===== src/rtl/irq_res_pkg.sv =====
// Shared widths and types for the interrupt priority resolver.
// Assumes priorities are unsigned with 0 as the lowest level.
package irq_res_pkg;
    localparam int PRIO_W  = 4;
    localparam int VEC_W   = 9;
    localparam int MAX_SRC = 1 << VEC_W;

    typedef logic [PRIO_W-1:0] prio_t;
    typedef logic [VEC_W-1:0]  vec_t;
endpackage


===== src/rtl/irq_level_max.sv =====
// Finds the largest priority among the requesting sources (combinational).
// Assumes prio holds one PRIO_W field per source, source k at field k.
// The result is 0 when nothing requests; the caller qualifies it separately.
module irq_level_max
    import irq_res_pkg::*;
#(
    parameter int N_SRC = 24
) (
    input  logic [N_SRC-1:0]        req,
    input  logic [N_SRC*PRIO_W-1:0] prio,
    output prio_t                   top_lvl
);
    // Running maximum over the asserted sources.
    always_comb begin
        top_lvl = '0;
        for (int i = 0; i < N_SRC; i++) begin
            if (req[i] && (prio[i*PRIO_W +: PRIO_W] > top_lvl)) begin
                top_lvl = prio[i*PRIO_W +: PRIO_W];
            end
        end
    end
endmodule


===== src/rtl/irq_tie_select.sv =====
// Keeps the requesting sources whose level equals the top level, then
// encodes the lowest-numbered one as a vector (combinational).
// Assumes N_SRC <= MAX_SRC so every source number fits in VEC_W bits.
module irq_tie_select
    import irq_res_pkg::*;
#(
    parameter int N_SRC = 24
) (
    input  logic [N_SRC-1:0]        req,
    input  logic [N_SRC*PRIO_W-1:0] prio,
    input  prio_t                   top_lvl,
    output vec_t                    win_vec,
    output logic                    hit
);
    logic [N_SRC-1:0] cand;

    // One candidate flag per source: requesting and at the top level.
    for (genvar g = 0; g < N_SRC; g++) begin : g_cand
        assign cand[g] = req[g] && (prio[g*PRIO_W +: PRIO_W] == top_lvl);
    end

    // Lowest set candidate wins; scan from the top so the smallest index is kept.
    always_comb begin
        win_vec = '0;
        for (int i = N_SRC - 1; i >= 0; i--) begin
            if (cand[i]) begin
                win_vec = vec_t'(i);
            end
        end
        hit = |cand;
    end
endmodule


===== src/rtl/irq_preempt_cmp.sv =====
// Decides whether the winning level preempts the level in service.
// Assumes the caller passes 'valid' low when no request is pending.
module irq_preempt_cmp
    import irq_res_pkg::*;
(
    input  logic  valid,
    input  prio_t win_lvl,
    input  prio_t cur_lvl,
    output logic  fire
);
    // Strictly-greater test: an equal level never preempts.
    always_comb begin
        fire = valid && (win_lvl > cur_lvl);
    end
endmodule


===== src/rtl/irq_prio_resolver.sv =====
// Top of the interrupt priority resolver. Finds the top requesting level,
// breaks ties toward the lowest source number, gates the processor request
// against the current level, and registers all outputs once.
// Assumes N_SRC <= 512 and a synchronous active-low reset.
module irq_prio_resolver
    import irq_res_pkg::*;
#(
    parameter int N_SRC = 24
) (
    input  logic                    clk,
    input  logic                    rst_n,
    input  logic [N_SRC-1:0]        req_i,
    input  logic [N_SRC*PRIO_W-1:0] prio_i,
    input  logic [PRIO_W-1:0]       cur_prio_i,
    output logic                    irq_o,
    output logic [VEC_W-1:0]        vec_o,
    output logic [PRIO_W-1:0]       lvl_o
);
    prio_t top_lvl;
    vec_t  win_vec;
    logic  hit;
    logic  fire;

    irq_level_max #(.N_SRC(N_SRC)) u_max (
        .req     (req_i),
        .prio    (prio_i),
        .top_lvl (top_lvl)
    );

    irq_tie_select #(.N_SRC(N_SRC)) u_sel (
        .req     (req_i),
        .prio    (prio_i),
        .top_lvl (top_lvl),
        .win_vec (win_vec),
        .hit     (hit)
    );

    irq_preempt_cmp u_cmp (
        .valid   (hit),
        .win_lvl (top_lvl),
        .cur_lvl (cur_prio_i),
        .fire    (fire)
    );

    // Output register: clear on reset, report zeros when nothing requests.
    always_ff @(posedge clk) begin
        if (!rst_n) begin
            irq_o <= 1'b0;
            vec_o <= '0;
            lvl_o <= '0;
        end else begin
            irq_o <= fire;
            vec_o <= hit ? win_vec : '0;
            lvl_o <= hit ? top_lvl : '0;
        end
    end
endmodule


===== config.mk =====
export PLATFORM = sky130hd
export DESIGN_NAME = irq_prio_resolver
export DESIGN_NICKNAME = d
export VERILOG_FILES = /design/src/rtl/irq_res_pkg.sv /design/src/rtl/irq_level_max.sv /design/src/rtl/irq_tie_select.sv /design/src/rtl/irq_preempt_cmp.sv /design/src/rtl/irq_prio_resolver.sv
export SDC_FILE = /design/constraint.sdc
export NUM_CORES = 1
export LEC_CHECK = 0
export BUFFER_PORTS_ARGS = -buffer_cell sky130_fd_sc_hd__buf_2
export CAP_MARGIN = 20
export CELL_PAD_IN_SITES_DETAIL_PLACEMENT = 1
export CELL_PAD_IN_SITES_GLOBAL_PLACEMENT = 2
export CORE_MARGIN = 2
export CORE_UTILIZATION = 33
export CTS_CLUSTER_DIAMETER = 80
export CTS_CLUSTER_SIZE = 14
export DETAILED_ROUTE_END_ITERATION = 10
export HOLD_SLACK_MARGIN = 0.08
export PLACE_DENSITY = 0.81
export SYNTH_ARGS = -nofsm -noshare
export SYNTH_HDL_FRONTEND = slang
export SYNTH_HIERARCHICAL = 1
export SYNTH_SLANG_ARGS = --single-unit

===== constraint.sdc =====
create_clock -name clk -period 47.4 [get_ports clk]
set_input_delay 4.74 -clock clk [delete_from_list [all_inputs] [get_ports clk]]
set_output_delay 4.74 -clock clk [all_outputs]
set_load 0.02 [all_outputs]

==> qor.yml <==
run_status: "completed"
yosys_warnings: 6
syn_area_per_cell_um2: 7.517
overflow: 0
synth_edf_count: 0
dieArea_um2: 22460
synthCells: 934
cts_resized: 0
worstHoldPathType: "in2reg"
synth-seq-area-share: 0.03992
cts_hold_buf: 0
first_iter_violations: 148
yosys_register_bits: 14
grt_pass1_wl_mm: 36.15
drive_gt1_frac: 0.2427
wirelength_mm: 22.15
regArea_um2: 280.3
ant_nets: 0
synth_mux_area_frac: 0.07467
synth_compound_area_frac: 0.2916
dr.pass1.iters: 7
synthDominantCellAreaShare: 0.09802
viasPerCell: 5.391
fin_crit_ps: 41830
yosys.area_share.simple: 0.2456
portBuffers: 139
slew_headroom: 0.3977
cpMostUsedCell: "ha_1"
finalCritPeriodShare: 0.8824
fmax_ghz: 0.02391
die_h_um: 149.9
grt_max_degree: 27
synth_xor_area_frac: 0.1554
die_x_um: 149.9
cap_violations: 0
async_reset_ff_frac: 0
final_nets: 1241
cts_tree: "yes"
cts-root-buf: "clkbuf_16"
cp.arrival_ps: 42020
io_pins: 140
finalHoldViolations: 0
crit_type: "in2reg"
yosys.area.top_type: "ha_1"
synthTopCellsByCount: "94 x nand2_1, 88 x inv_1, 74 x xor2_1"
crit_fanout: 24
drc: 0
critPathRequiredTime_ps: 47590
fill_cells: 2725
synth_area_leaders: "ha_1 9.8%, xor2_1 9.2%, xnor2_1 5.6%"
dpl.hpwl_mm: 18.72
finalSetupViolCount: 0
num_vias: 7213
synth_most_common_cell: "nand2_1"
multiInputGateArea_um2: 6192
clock_sinks: 14
initial_utilization: 0.3350
grt_usage: 0.1927
rsz0062_at_grt: "no"
first_global_vias: 7253
max_stage_delay_ps: 570
coreArea_um2: 20960
synth_top_family_by_area: "compound AO/OA/AOI/OAI gates"
synth_area_um2: 7020
cts_buffers: 3
tns_ps: 0
antenna_found_initial: 4
gp_congestion: 0.8339
ys.flop_type: "dfxtp_1"
synth-adder-area-share: 0.1068
drv_slew: 0
rows: 53
cts_setup_buffers: 0
htreeDepth: 1
slowest_stage: "a221oi_4"
worst_setup_path_end_kind: "register"
clk_pin_slew_ps: 50
clk_path_buf_depth: 2
wl_per_cell_um: 16.55
syn_to_final_growth_pct: 13.60
synth_cell_type_count: 121
worst_pin_slew_ps: 895.1
crit_path_start_kind: "input pin"
==> registers in the layout (all words and copies together), names as in the netlist <==
register,cells
irq_o,1
vec_o,9
lvl_o,4
==> area by class of cell <==
cell class / count / area share
Antenna cell: 4 / 0.001255
Clock buffer: 4 / 0.01114
Inverter: 89 / 0.04189
Multi-Input combinational cell: 809 / 0.7764
Sequential cell: 14 / 0.03514
Tap cell: 275 / 0.04314
Timing Repair Buffer: 143 / 0.09099
==> layer usage <==
layer  vias up  track usage  wire length, um
li1       3676            -                -
met1      3444       0.2639            10910
met2        89       0.3384            10520
met3         4      0.01860              644
met4         0      0.01792               77
met5         -            0                0
==> critical path: cells and delay by family <==
| kind | cells | cell delay [ps] |
|---|---|---|
| adders and majority gates | 26 | 7000 |
| and+or+nand+nor | 48 | 7490 |
| buffers and inverters | 19 | 1970 |
| AOI/OAI and AO/OA | 65 | 15180 |
| muxes | 18 | 5620 |
==> per-stage QoR <==
step / area [um^2] / setup WS (ps) / hold slack [ps] / util / cells
finish: 7975 / 5572 / 4895 / 0.3806 / 1338
global route: 7975 / 2284 / 4909 / 0.3806 / 1338
CTS: 7965 / 5565 / 4896 / 0.3801 / 1334
detailed placement: 7876 / 5408 / 5149 / 0.3759 / 1330
global placement: 7876 / 5887 / 5154 / 0.3759 / 1330
floorplan: 7032 / 10590 / 4914 / - / 937
==> placed cells by master, fill, tap and decap left out, types with 17 or more instances in the layout <==
master,count
a21oi_1,45
and3_1,19
buf_2,139
ha_1,55
inv_1,88
mux2_2,25
nand2_1,94
nand3_1,23
nor2_1,58
nor4_1,20
o211ai_1,18
o21a_1,17
o21ai_0,26
xnor2_1,45
xor2_1,74
==> cell families (layout without fill, tap and decap cells) <==
group | Yosys count | after routing
adders and majority gates | 61 | 61
DFF | 14 | 14
xor gates and xnor gates | 122 | 122
other | 1 | 8
AOI/OAI and AO/OA | 251 | 251
muxes | 47 | 47
buffers and inverters | 114 | 236
and+or+nand+nor | 324 | 324
==> final timing paths <==
check	from	end	slack [ps]	depth (start not counted)
worst max-delay path	req_i[0]	irq_o	5570	176
worst min-delay path	rst_n	lvl_o[1]	4900	2
Power is left out: the tool's default activity adds up to more than one toggle a clock period on the data nets, which glitch-free logic cannot reach.
